==> src/rtl/freg_exec_pkg.sv <==
package freg_exec_pkg;

    parameter int FR_DW = 8;
    parameter int FR_IW = 16;

    localparam logic [5:0] OPC_ROR = 6'b010000;   // instr[15:10]
    localparam logic [6:0] OPC_SET = 7'b0110100;  // instr[15:9]

    typedef enum logic [2:0] {
        PH_IDLE = 3'd0,
        PH_Q1   = 3'd1,
        PH_Q2   = 3'd2,
        PH_Q3   = 3'd3,
        PH_Q4   = 3'd4
    } phase_e;

    typedef enum logic [1:0] {
        OP_NONE = 2'd0,
        OP_ROR  = 2'd1,
        OP_SET  = 2'd2
    } op_e;

    typedef struct packed {
        op_e              op;
        logic             to_file;
        logic             use_bank;
        logic [FR_DW-1:0] fld;
    } dec_t;

    typedef struct packed {
        logic [FR_DW-1:0] res;
        logic             n;
        logic             z;
        logic             flag_we;
    } alu_t;

    function automatic logic [FR_DW-1:0] ror1(input logic [FR_DW-1:0] v);
        return {v[0], v[FR_DW-1:1]};
    endfunction

endpackage

==> src/rtl/freg_decode.sv <==
module freg_decode
    import freg_exec_pkg::*;
(
    input  logic [FR_IW-1:0] instr,
    output dec_t             dec
);
    always_comb begin
        dec          = '0;
        dec.op       = OP_NONE;
        dec.fld      = instr[FR_DW-1:0];
        dec.use_bank = instr[8];
        if (instr[FR_IW-1:10] == OPC_ROR) begin
            dec.op      = OP_ROR;
            dec.to_file = instr[9];
        end else if (instr[FR_IW-1:9] == OPC_SET) begin
            dec.op      = OP_SET;
            dec.to_file = 1'b1;
        end
    end
endmodule

==> src/rtl/freg_addr_resolve.sv <==
module freg_addr_resolve #(
    parameter int AW    = 12,
    parameter int DW    = 8,
    parameter int SPLIT = 8'h60
) (
    input  logic [DW-1:0]    fld,
    input  logic             use_bank,
    input  logic             ext_en,
    input  logic [AW-DW-1:0] bank,
    input  logic [AW-1:0]    idx_base,
    output logic [AW-1:0]    addr,
    output logic             indexed
);
    localparam int BW = AW - DW;
    localparam logic [DW-1:0] SPLIT_V = DW'(SPLIT);

    logic low_half;

    always_comb begin
        low_half = (fld < SPLIT_V);
        indexed  = !use_bank && ext_en && low_half;
        if (use_bank) begin
            addr = {bank, fld};
        end else if (indexed) begin
            addr = idx_base + {{BW{1'b0}}, fld};
        end else if (low_half) begin
            addr = {{BW{1'b0}}, fld};
        end else begin
            addr = {{BW{1'b1}}, fld};
        end
    end
endmodule

==> src/rtl/freg_alu.sv <==
module freg_alu
    import freg_exec_pkg::*;
(
    input  op_e              op,
    input  logic [FR_DW-1:0] opnd,
    output alu_t             out
);
    always_comb begin
        out = '0;
        unique case (op)
            OP_ROR: begin
                out.res     = ror1(opnd);
                out.flag_we = 1'b1;
            end
            OP_SET: begin
                out.res     = '1;
                out.flag_we = 1'b0;
            end
            default: begin
                out.res     = opnd;
                out.flag_we = 1'b0;
            end
        endcase
        out.n = out.res[FR_DW-1];
        out.z = (out.res == '0);
    end
endmodule

==> src/rtl/freg_exec.sv <==
module freg_exec
    import freg_exec_pkg::*;
#(
    parameter int AW    = 12,
    parameter int SPLIT = 8'h60
) (
    input  logic                clk,
    input  logic                rst,
    input  logic                start,
    input  logic [FR_IW-1:0]    instr,
    input  logic                ext_en,
    input  logic [AW-FR_DW-1:0] bank_sel,
    input  logic [AW-1:0]       idx_base,
    output logic [AW-1:0]       rf_addr,
    output logic                rf_rd_en,
    input  logic [FR_DW-1:0]    rf_rdata,
    output logic                rf_we,
    output logic [FR_DW-1:0]    rf_wdata,
    output logic [FR_DW-1:0]    w_q,
    output logic                flag_n,
    output logic                flag_z,
    output logic                busy,
    output logic                done
);
    localparam int DW = FR_DW;

    phase_e         phase_q;
    logic [FR_IW-1:0] instr_q;
    dec_t           dec_now, dec_q;
    logic [AW-1:0]  addr_now, addr_q;
    logic           idx_now;
    alu_t           alu_now, alu_q;
    logic           done_q;

    freg_decode u_dec (
        .instr (instr_q),
        .dec   (dec_now)
    );

    freg_addr_resolve #(.AW(AW), .DW(DW), .SPLIT(SPLIT)) u_addr (
        .fld      (dec_now.fld),
        .use_bank (dec_now.use_bank),
        .ext_en   (ext_en),
        .bank     (bank_sel),
        .idx_base (idx_base),
        .addr     (addr_now),
        .indexed  (idx_now)
    );

    freg_alu u_alu (
        .op   (dec_q.op),
        .opnd (rf_rdata),
        .out  (alu_now)
    );

    // Phase sequencer: IDLE -> Q1 -> Q2 -> Q3 -> Q4 -> IDLE
    always_ff @(posedge clk) begin
        if (rst) begin
            phase_q <= PH_IDLE;
            instr_q <= '0;
            dec_q   <= '0;
            addr_q  <= '0;
            alu_q   <= '0;
            done_q  <= 1'b0;
        end else begin
            done_q <= (phase_q == PH_Q4);
            unique case (phase_q)
                PH_IDLE: if (start) begin
                    instr_q <= instr;
                    phase_q <= PH_Q1;
                end
                PH_Q1: begin
                    dec_q   <= dec_now;
                    addr_q  <= addr_now;
                    phase_q <= PH_Q2;
                end
                PH_Q2: phase_q <= PH_Q3;
                PH_Q3: begin
                    alu_q   <= alu_now;
                    phase_q <= PH_Q4;
                end
                PH_Q4: phase_q <= PH_IDLE;
                default: phase_q <= PH_IDLE;
            endcase
        end
    end

    // Working register and flags, committed at the end of Q4
    always_ff @(posedge clk) begin
        if (rst) begin
            w_q    <= '0;
            flag_n <= 1'b0;
            flag_z <= 1'b0;
        end else if (phase_q == PH_Q4) begin
            if (alu_q.flag_we) begin
                flag_n <= alu_q.n;
                flag_z <= alu_q.z;
            end
            if (dec_q.op == OP_ROR && !dec_q.to_file) begin
                w_q <= alu_q.res;
            end
        end
    end

    always_comb begin
        rf_addr  = addr_q;
        rf_rd_en = (phase_q == PH_Q2);
        rf_we    = (phase_q == PH_Q4) && (dec_q.op != OP_NONE) && dec_q.to_file;
        rf_wdata = alu_q.res;
        busy     = (phase_q != PH_IDLE);
        done     = done_q;
    end

    // ---------------- assertions ----------------
    assert_write_after_read_R8: assert property (@(posedge clk) disable iff (rst)
        rf_we |-> $past(rf_rd_en, 2));

    assert_read_single_R8: assert property (@(posedge clk) disable iff (rst)
        rf_rd_en |=> !rf_rd_en);

    assert_done_pulse_R8: assert property (@(posedge clk) disable iff (rst)
        done |=> !done);

    assert_done_after_busy_R8: assert property (@(posedge clk) disable iff (rst)
        done |-> ($past(busy) && !busy));

    assert_rot_result_R1: assert property (@(posedge clk) disable iff (rst)
        (phase_q == PH_Q3 && dec_q.op == OP_ROR) |=>
            (rf_wdata == {$past(rf_rdata[0]), $past(rf_rdata[DW-1:1])}));

    assert_rot_flags_R3: assert property (@(posedge clk) disable iff (rst)
        (rf_rd_en && dec_q.op == OP_ROR) |=> ##2
            (flag_z == ($past(rf_rdata, 2) == '0) && flag_n == $past(rf_rdata[0], 2)));

    assert_set_flags_hold_R4: assert property (@(posedge clk) disable iff (rst)
        (phase_q == PH_Q4 && dec_q.op == OP_SET) |=>
            (flag_n == $past(flag_n) && flag_z == $past(flag_z) && w_q == $past(w_q)));

    assert_unknown_quiet_R9: assert property (@(posedge clk) disable iff (rst)
        (phase_q == PH_Q4 && dec_q.op == OP_NONE) |=>
            (w_q == $past(w_q) && flag_n == $past(flag_n) && flag_z == $past(flag_z)));

    assert_bank_addr_R5: assert property (@(posedge clk) disable iff (rst)
        (rf_rd_en && dec_q.use_bank) |-> (rf_addr == {$past(bank_sel), dec_q.fld}));

    assert_start_ignored_R10: assert property (@(posedge clk) disable iff (rst)
        (busy && start) |=> (instr_q == $past(instr_q)));

endmodule

==> config.mk <==
export PLATFORM = sky130hd
export DESIGN_NAME = freg_exec
export DESIGN_NICKNAME = d
export VERILOG_FILES = /design/src/rtl/freg_exec_pkg.sv /design/src/rtl/freg_decode.sv /design/src/rtl/freg_addr_resolve.sv /design/src/rtl/freg_alu.sv /design/src/rtl/freg_exec.sv
export SDC_FILE = /design/constraint.sdc
export NUM_CORES = 1
export LEC_CHECK = 0
export ABC_AREA = 1
export BUFFER_PORTS_ARGS = -buffer_cell sky130_fd_sc_hd__buf_4
export CAP_MARGIN = 20
export CORE_MARGIN = 3
export CORE_UTILIZATION = 30
export DETAILED_ROUTE_END_ITERATION = 8
export GPL_TIMING_DRIVEN = 0
export PLACE_DENSITY = 0.59
export SYNTH_ARGS = -nofsm -noshare
export SYNTH_HDL_FRONTEND = slang
export SYNTH_SLANG_ARGS = --single-unit
==> constraint.sdc <==
create_clock -name clk -period 4.3 [get_ports clk]
set_input_delay 0.215 -clock clk [delete_from_list [all_inputs] [get_ports clk]]
set_output_delay 0.215 -clock clk [all_outputs]
set_load 0.005 [all_outputs]
==> metrics.txt, run 1 <==
# TYPE chip_impl_metric gauge
chip_impl_info{name="status",value="completed"} 1
chip_impl_metric{name="postCtsHoldBufs",unit=""} 0
chip_impl_metric{name="finalCritPeriodShare",unit=""} 0.437
chip_impl_metric{name="cts.htree.levels",unit=""} 2
chip_impl_info{name="timing_worst_setup_path_type",value="reg2reg"} 1
chip_impl_metric{name="worst-endpoint-required",unit="ns"} 4.55
chip_impl_metric{name="cp_num_buf_inv",unit=""} 2
chip_impl_info{name="tritoncts",value="done"} 1
chip_impl_metric{name="ir_worst_vdd",unit="mV"} 0.152
chip_impl_metric{name="chipWidth",unit="um"} 104
chip_impl_info{name="hold_path.class",value="in2reg"} 1
chip_impl_metric{name="finalHoldViolCount",unit=""} 0
chip_impl_metric{name="grt_pass1_vias",unit=""} 2733
chip_impl_metric{name="cts-buffers-inserted",unit=""} 5
chip_impl_metric{name="yosysWarnings",unit=""} 0
chip_impl_metric{name="core-area",unit="um2"} 9280
chip_impl_metric{name="first_pass_grt_wire_length",unit="um"} 12900
chip_impl_metric{name="hpwl",unit="um"} 6220
chip_impl_info{name="critPathMostFrequentCell",value="sky130_fd_sc_hd__nand3_1"} 1
chip_impl_metric{name="grt_remaining_overflow",unit=""} 0
chip_impl_info{name="critical_path.endpoint_type",value="flop"} 1
chip_impl_info{name="synth.top_cells.by_area",value="sky130_fd_sc_hd__dfxtp_1 (38%), sky130_fd_sc_hd__nand2_1 (9.7%), sky130_fd_sc_hd__a21oi_1 (9.1%)"} 1
chip_impl_metric{name="route.detailed.vias_per_inst",unit=""} 4.51
chip_impl_metric{name="fraction_of_layout_cells_with_a_size_suffix_above_1",unit=""} 0.233
chip_impl_metric{name="routed-via-count",unit=""} 2822
chip_impl_metric{name="drtPass1Iterations",unit=""} 5
chip_impl_metric{name="grt_usage",unit=""} 0.145
chip_impl_metric{name="drc",unit=""} 0
chip_impl_metric{name="p_leak",unit="nW"} 1.76
chip_impl_metric{name="top_level_ports",unit=""} 78
chip_impl_metric{name="number_of_nets_produced_by_synthesis",unit=""} 468
chip_impl_info{name="cp_slowest_cell",value="sky130_fd_sc_hd__fa_1"} 1
chip_impl_metric{name="dieArea",unit="um2"} 10800
chip_impl_metric{name="drv_slew",unit=""} 0
chip_impl_metric{name="drt_wl_total",unit="um"} 7650
chip_impl_metric{name="drt_iter0_markers",unit=""} 96
chip_impl_metric{name="die-height",unit="um"} 104
chip_impl_metric{name="period_minus_slack",unit="ns"} 1.88
chip_impl_metric{name="place.gp.congestion",unit=""} 0.840
chip_impl_info{name="critical_path_launch_point_type",value="flop"} 1
chip_impl_metric{name="area_growth",unit="%"} 29.1
chip_impl_metric{name="setup_tns",unit="ns"} 0
chip_impl_metric{name="detail_route.wirelength.met1",unit="um"} 3690
chip_impl_info{name="synth_top_cell_by_area",value="sky130_fd_sc_hd__dfxtp_1"} 1
chip_impl_info{name="grt_setup_unrepaired",value="false"} 1
chip_impl_metric{name="starting_density",unit=""} 0.310
chip_impl_metric{name="drt.antenna.violating_nets",unit=""} 0
chip_impl_metric{name="detailedPlace.worstSlack",unit="ns"} 2.45
chip_impl_info{name="root_driver",value="sky130_fd_sc_hd__clkbuf_8"} 1
chip_impl_metric{name="synthesis.area_per_instance",unit="um2"} 6.98
chip_impl_metric{name="synth.distinct_cells",unit=""} 29
chip_impl_metric{name="timing_worst_slew_pin_value",unit="ns"} 0.416
chip_impl_metric{name="post_cts_resized",unit=""} 0
chip_impl_metric{name="row_count",unit=""} 35
chip_impl_metric{name="power.density_cell_area",unit="nW/um2"} 321
chip_impl_metric{name="final_count_of_negative_setup_slack_endpoints",unit=""} 0
chip_impl_metric{name="syn-cell-area",unit="um2"} 2870
chip_impl_metric{name="cts.sinks",unit=""} 55
chip_impl_metric{name="port-buffer-count",unit=""} 77
chip_impl_metric{name="worst-endpoint-arrival",unit="ns"} 2.13
chip_impl_metric{name="grt_antenna_before_repair",unit=""} 0
chip_impl_metric{name="drt-wirelength-per-cell",unit="um"} 12.2
chip_impl_metric{name="timing.clock.skew",unit="ns"} 0.0123
chip_impl_metric{name="antenna_cells_inserted",unit=""} 0
chip_impl_metric{name="clkTransAtPathRegs",unit="ns"} 0.11
chip_impl_metric{name="finalWorstSetupSlack",unit="ns"} 2.42
chip_impl_info{name="path_cells",value="ha_1, inv_1, fa_1, inv_1, nand3_1, nand3_1, nand2_1, nand3b_1, nand3_1, a21oi_1"} 1
chip_impl_metric{name="synth-seq-cells",unit=""} 55
chip_impl_metric{name="synthesis.instances",unit=""} 412
chip_impl_metric{name="synth_top_area_share",unit=""} 0.383
chip_impl_metric{name="fillers",unit=""} 1019
chip_impl_metric{name="drv.max_cap_violation_count",unit=""} 0
chip_impl_metric{name="wl_met2",unit="um"} 3570
chip_impl_info{name="maxUsedRoutingLayer",value="met4"} 1
chip_impl_metric{name="synth.yosys.seq_area_share",unit=""} 0.383
chip_impl_metric{name="slew_headroom",unit=""} 0.723
chip_impl_metric{name="critical_path.max_fanout",unit=""} 3
chip_impl_metric{name="final_nets",unit=""} 552
chip_impl_metric{name="met3_wirelength",unit="um"} 277
chip_impl_metric{name="achievable_clock_frequency",unit="MHz"} 532
chip_impl_metric{name="crit_path_max_incr_delay",unit="ns"} 0.41
chip_impl_metric{name="grt_start_max_net_pins",unit=""} 21
chip_impl_info{name="critPathTopFamily",value="adder cells"} 1
chip_impl_metric{name="postCtsSetupBuffers",unit=""} 0
chip_impl_metric{name="clk_latency",unit="ns"} 0.32
chip_impl_metric{name="clock_tree.buffer_depth",unit=""} 2
[per-stage QoR]
step / cells / hold slack [ns] / cell area [um2] / total power, mW / util
floorplan: 412 / 0.284 / 2870 / 0.768 / -
global placement: 618 / 0.435 / 3610 / 0.888 / 0.389
detailed placement: 618 / 0.437 / 3610 / 0.892 / 0.389
CTS: 626 / 0.0915 / 3710 / 1.20 / 0.400
global route: 626 / 0.0912 / 3710 / 1.28 / 0.400
finish: 626 / 0.0934 / 3710 / 1.19 / 0.400
[layer usage]
metal / vias up / GRT usage
met3: 8 / 0.0310
met4: 0 / 0.0370
li1: 1506 / -
met1: 1254 / 0.189
met5: - / 0
met2: 54 / 0.245
[final timing paths]
path | start | to | slack, ns | depth (start not counted)
setup / recovery | instr_q[0] | rf_addr[8] | 2.42 | 10
hold / removal | rst | dec_q[11] | 0.09 | 2
setup reg to reg | instr_q[0] | rf_addr[8] | 2.42 | 10
hold reg to reg | flag_n | flag_n | 0.45 | 2
[cell usage after synthesis]
cell type	count
sky130_fd_sc_hd__o211ai_1	3
sky130_fd_sc_hd__nor3_1	5
sky130_fd_sc_hd__nand3_1	22
sky130_fd_sc_hd__buf_2	6
sky130_fd_sc_hd__xnor2_1	1
sky130_fd_sc_hd__inv_1	47
sky130_fd_sc_hd__nor3_4	2
sky130_fd_sc_hd__buf_6	1
sky130_fd_sc_hd__a21o_1	1
sky130_fd_sc_hd__nor2_4	1
sky130_fd_sc_hd__nand2_1	74
sky130_fd_sc_hd__xor2_1	2
sky130_fd_sc_hd__nand4_1	4
sky130_fd_sc_hd__nor2_2	1
sky130_fd_sc_hd__nand3b_1	1
sky130_fd_sc_hd__o21ai_1	3
sky130_fd_sc_hd__clkbuf_1	5
sky130_fd_sc_hd__inv_2	6
sky130_fd_sc_hd__nand3_2	2
sky130_fd_sc_hd__nand2_2	1
sky130_fd_sc_hd__fa_1	1
sky130_fd_sc_hd__nor2_1	41
sky130_fd_sc_hd__a21oi_1	52
sky130_fd_sc_hd__or2_2	1
sky130_fd_sc_hd__dfxtp_1	55
sky130_fd_sc_hd__ha_1	11
sky130_fd_sc_hd__o21ai_0	52
sky130_fd_sc_hd__o21a_1	1
sky130_fd_sc_hd__buf_4	10
[layout by cell type (no fill, tap or decap), drive strengths merged]
cell / n
fa: 1
nand3: 24
nand2: 75
xnor2: 1
o211ai: 3
nor3: 7
nand4: 4
a21o: 1
buf: 94
a21oi: 52
dfxtp: 55
nor2: 43
or2: 1
inv: 56
o21ai: 55
ha: 11
xor2: 2
o21a: 1
nand3b: 1
clkbuf: 10
[state kept, by name, summed over array words and instances, names as in the netlist, 2 cells and up]
name / flops
instr_q: 16
rf_addr: 12
rf_wdata: 8
w_q: 8
dec_q: 3
phase_q: 3
alu_q: 2
[cell type report]
class / instances / area (um2) / area share
clock buffers: 5 / 68.8 / 0.0185
well taps: 129 / 161 / 0.0435
clock inverters: 3 / 28.8 / 0.00775
flip-flops and latches: 55 / 1100 / 0.297
inverters: 53 / 199 / 0.0536
multi-input cells: 282 / 1440 / 0.388
plain buffers: 22 / 135 / 0.0364
repair buffers: 77 / 578 / 0.156
[logic make-up (layout without fill, tap and decap cells)]
group / count (synthesis) / in the layout / share of synthesized area
XOR/XNOR: 3 / 3 / 0.00914
flip-flops: 55 / 55 / 0.383
AO/OA/AOI/OAI: 112 / 112 / 0.199
buffers and inverters: 75 / 160 / 0.116
adder cells (fa/ha/maj): 12 / 12 / 0.0549
AND/OR/NAND/NOR: 155 / 155 / 0.237
[where the power goes]
group          internal, mW  leakage [nW]  total [mW]  switching, mW
sequential            0.550         0.450       0.581         0.0315
combinational         0.132          1.26       0.297          0.165
clock                 0.123        0.0511       0.314          0.191
(Power assumes the default switching activity.)
==> inputs of run 2 (changes only) <==
==> constraint.sdc (replaced) <==
create_clock -name clk -period 1.9 [get_ports clk]
set_input_delay 0.095 -clock clk [delete_from_list [all_inputs] [get_ports clk]]
set_output_delay 0.095 -clock clk [all_outputs]
set_load 0.005 [all_outputs]
==> run 2 against run 1 <==
Non-clock buffer count grew 4. Die area unchanged. Worst hold slack got worse by 0.047 ns. Global-route usage barely moved. Maximum frequency is 10% higher. Largest cell class unchanged. Clock power is 130% higher. Utilization up 0.62 points. Sequential share of layout area is 0.35 points lower. Clock skew about the same. Sequential power rose by 130%. Sequential cell count is the same. Critical path depth unchanged.
==> metrics.txt, run 2 (same netlist as run 1, synthesis figures left out) <==
# TYPE chip_impl_metric gauge
chip_impl_info{name="status",value="completed"} 1
chip_impl_metric{name="grt_pass1_vias",unit=""} 2745
chip_impl_metric{name="drt_iter0_markers",unit=""} 132
chip_impl_info{name="hold_path.class",value="in2reg"} 1
chip_impl_metric{name="power.share.sequential",unit=""} 0.486
chip_impl_metric{name="dieArea",unit="um2"} 10800
chip_impl_info{name="critical_path_launch_point_type",value="flop"} 1
chip_impl_metric{name="final_count_of_negative_setup_slack_endpoints",unit=""} 0
chip_impl_info{name="tritoncts",value="done"} 1
chip_impl_metric{name="fraction_of_layout_cells_with_a_size_suffix_above_1",unit=""} 0.255
chip_impl_metric{name="chipWidth",unit="um"} 104
chip_impl_metric{name="drtPass1Iterations",unit=""} 5
chip_impl_info{name="layout_common_cells",value="sky130_fd_sc_hd__buf_4 (90), sky130_fd_sc_hd__nand2_1 (74), sky130_fd_sc_hd__a21oi_1 (52), sky130_fd_sc_hd__dfxtp_1 (52)"} 1
chip_impl_metric{name="row_count",unit=""} 35
chip_impl_metric{name="area_growth",unit="%"} 31.1
chip_impl_metric{name="cts.sinks",unit=""} 55
chip_impl_metric{name="switching_power",unit="mW"} 0.879
chip_impl_metric{name="detailedPlace.worstSlack",unit="ns"} 0.0510
chip_impl_metric{name="p_sw_frac",unit=""} 0.324
chip_impl_metric{name="grt_usage",unit=""} 0.145
chip_impl_metric{name="route.detailed.vias_per_inst",unit=""} 4.50
chip_impl_metric{name="grt_antenna_before_repair",unit=""} 0
chip_impl_metric{name="timing_worst_slew_pin_value",unit="ns"} 0.416
chip_impl_metric{name="achievable_clock_frequency",unit="MHz"} 586
chip_impl_metric{name="worst-endpoint-arrival",unit="ns"} 1.96
chip_impl_metric{name="p_leak",unit="nW"} 1.79
chip_impl_metric{name="logic_gate_share_of_total_power",unit=""} 0.253
chip_impl_metric{name="finalCritPeriodShare",unit=""} 0.898
chip_impl_metric{name="starting_density",unit=""} 0.310
chip_impl_metric{name="power.density_cell_area",unit="nW/um2"} 719
chip_impl_metric{name="grt_remaining_overflow",unit=""} 0
chip_impl_metric{name="drt.antenna.violating_nets",unit=""} 0
chip_impl_metric{name="clkTransAtPathRegs",unit="ns"} 0.11
chip_impl_metric{name="final_cell_area",unit="um2"} 3770
chip_impl_metric{name="period_minus_slack",unit="ns"} 1.71
chip_impl_metric{name="place.gp.congestion",unit=""} 0.840
chip_impl_metric{name="drv_slew",unit=""} 0
chip_impl_metric{name="hpwl",unit="um"} 6220
chip_impl_metric{name="die-height",unit="um"} 104
chip_impl_metric{name="post_dp_cell_area",unit="um2"} 3610
chip_impl_metric{name="drt_wl_total",unit="um"} 7710
chip_impl_metric{name="slew_headroom",unit=""} 0.723
chip_impl_metric{name="core-area",unit="um2"} 9280
chip_impl_info{name="timing_worst_setup_path_type",value="reg2reg"} 1
chip_impl_metric{name="final_nets",unit=""} 556
chip_impl_metric{name="cts-buffers-inserted",unit=""} 5
chip_impl_metric{name="drc",unit=""} 0
chip_impl_info{name="regMostFlops",value="instr_q"} 1
chip_impl_metric{name="routed-via-count",unit=""} 2836
chip_impl_metric{name="largest_register_ffs",unit=""} 16
chip_impl_metric{name="fillers",unit=""} 1015
chip_impl_metric{name="setup_tns",unit="ns"} 0
chip_impl_metric{name="port-buffer-count",unit=""} 77
chip_impl_metric{name="drt-wirelength-per-cell",unit="um"} 12.2
chip_impl_info{name="critical_path.endpoint_type",value="flop"} 1
chip_impl_info{name="root_driver",value="sky130_fd_sc_hd__clkbuf_8"} 1
chip_impl_metric{name="place_inst",unit=""} 618
chip_impl_metric{name="worst-endpoint-required",unit="ns"} 2.15
chip_impl_metric{name="ir_worst_vdd",unit="mV"} 0.345
chip_impl_metric{name="fin_worst_hold_slack",unit="ns"} 0.0466
chip_impl_metric{name="cts.htree.levels",unit=""} 2
chip_impl_metric{name="first_pass_grt_wire_length",unit="um"} 12900
chip_impl_metric{name="drv.max_cap_violation_count",unit=""} 0
chip_impl_metric{name="timing.clock.skew",unit="ns"} 0.0127
chip_impl_metric{name="intPower",unit="mW"} 1.83
chip_impl_metric{name="clk_latency",unit="ns"} 0.32
chip_impl_metric{name="antenna_cells_inserted",unit=""} 0
chip_impl_metric{name="critical_path.max_fanout",unit=""} 3
chip_impl_metric{name="finalHoldViolCount",unit=""} 0
chip_impl_metric{name="clock_power_share",unit=""} 0.262
chip_impl_metric{name="final_core_util",unit=""} 0.406
chip_impl_info{name="final_common_cell",value="sky130_fd_sc_hd__buf_4"} 1
chip_impl_metric{name="clock_tree.buffer_depth",unit=""} 2
chip_impl_metric{name="fin_total_pwr",unit="mW"} 2.71
chip_impl_metric{name="top_level_ports",unit=""} 78
chip_impl_metric{name="finalWorstSetupSlack",unit="ns"} 0.193
chip_impl_metric{name="grt_start_max_net_pins",unit=""} 21
chip_impl_metric{name="fin_cells",unit=""} 630
==> run 2: cell types whose count changed in the layout (fill, tap and decap cells not counted), sizes merged <==
cell	previous run	this run
buf	94	97
dlygate4sd3	0	1
==> run 2: path summary, 6_finish.rpt <==
| check | from | end | slack [ns] | cells past startpoint |
|---|---|---|---|---|
| setup reg to reg | instr_q[0] | rf_addr[8] | 0.19 | 10 |
| hold / removal | instr[11] | instr_q[11] | 0.05 | 3 |
| setup / recovery | instr_q[0] | rf_addr[8] | 0.19 | 10 |
| hold reg to reg | flag_n | flag_n | 0.45 | 2 |
==> run 2: timing repair <==
item / CTS / global route
setup buffers: 0 / 3
endpoints found under the hold margin: 6 / 0
setup endpoints to repair: 0 / 4
gates resized for setup: 0 / 14
hold buffers: 1 / 0
==> run 2: cell type report <==
type	count	area, um2	area share
Buffer	22	135	0.0359
Clock buffer	5	68.8	0.0183
Clock inverter	3	28.8	0.00764
Inverter	53	199	0.0528
Multi-Input combinational cell	282	1460	0.387
Sequential cell	55	1100	0.293
Tap cell	129	161	0.0428
Timing Repair Buffer	81	611	0.162
==> run 2: layer usage <==
layer | track usage | up-vias | share of wire
li1 | - | 1511 | -
met1 | 0.189 | 1264 | 0.48
met2 | 0.246 | 54 | 0.47
met3 | 0.0310 | 7 | 0.033
met4 | 0.0370 | 0 | 0.013
met5 | 0 | - | 0
==> run 2: power by group through the flow <==
stage	Sequential, mW	Clock (mW)	Combinational (mW)
after floorplan	1.32	0	0.414
after global placement	1.34	0	0.669
after detailed placement	1.34	0	0.677
after CTS	1.32	0.722	0.682
after global routing	1.33	0.783	0.786
final	1.32	0.710	0.685
==> run 2: critical path, cell delays in order (launching register included) <==
cell and delay [ns]:
sky130_fd_sc_hd__dfxtp_2 0.37, sky130_fd_sc_hd__ha_2 0.19, sky130_fd_sc_hd__inv_1 0.05, sky130_fd_sc_hd__fa_2 0.36, sky130_fd_sc_hd__inv_1 0.09, sky130_fd_sc_hd__nand3_1 0.08
sky130_fd_sc_hd__nand3_2 0.10, sky130_fd_sc_hd__nand2_1 0.08, sky130_fd_sc_hd__nand3b_1 0.09, sky130_fd_sc_hd__nand3_1 0.09, sky130_fd_sc_hd__a21oi_1 0.14
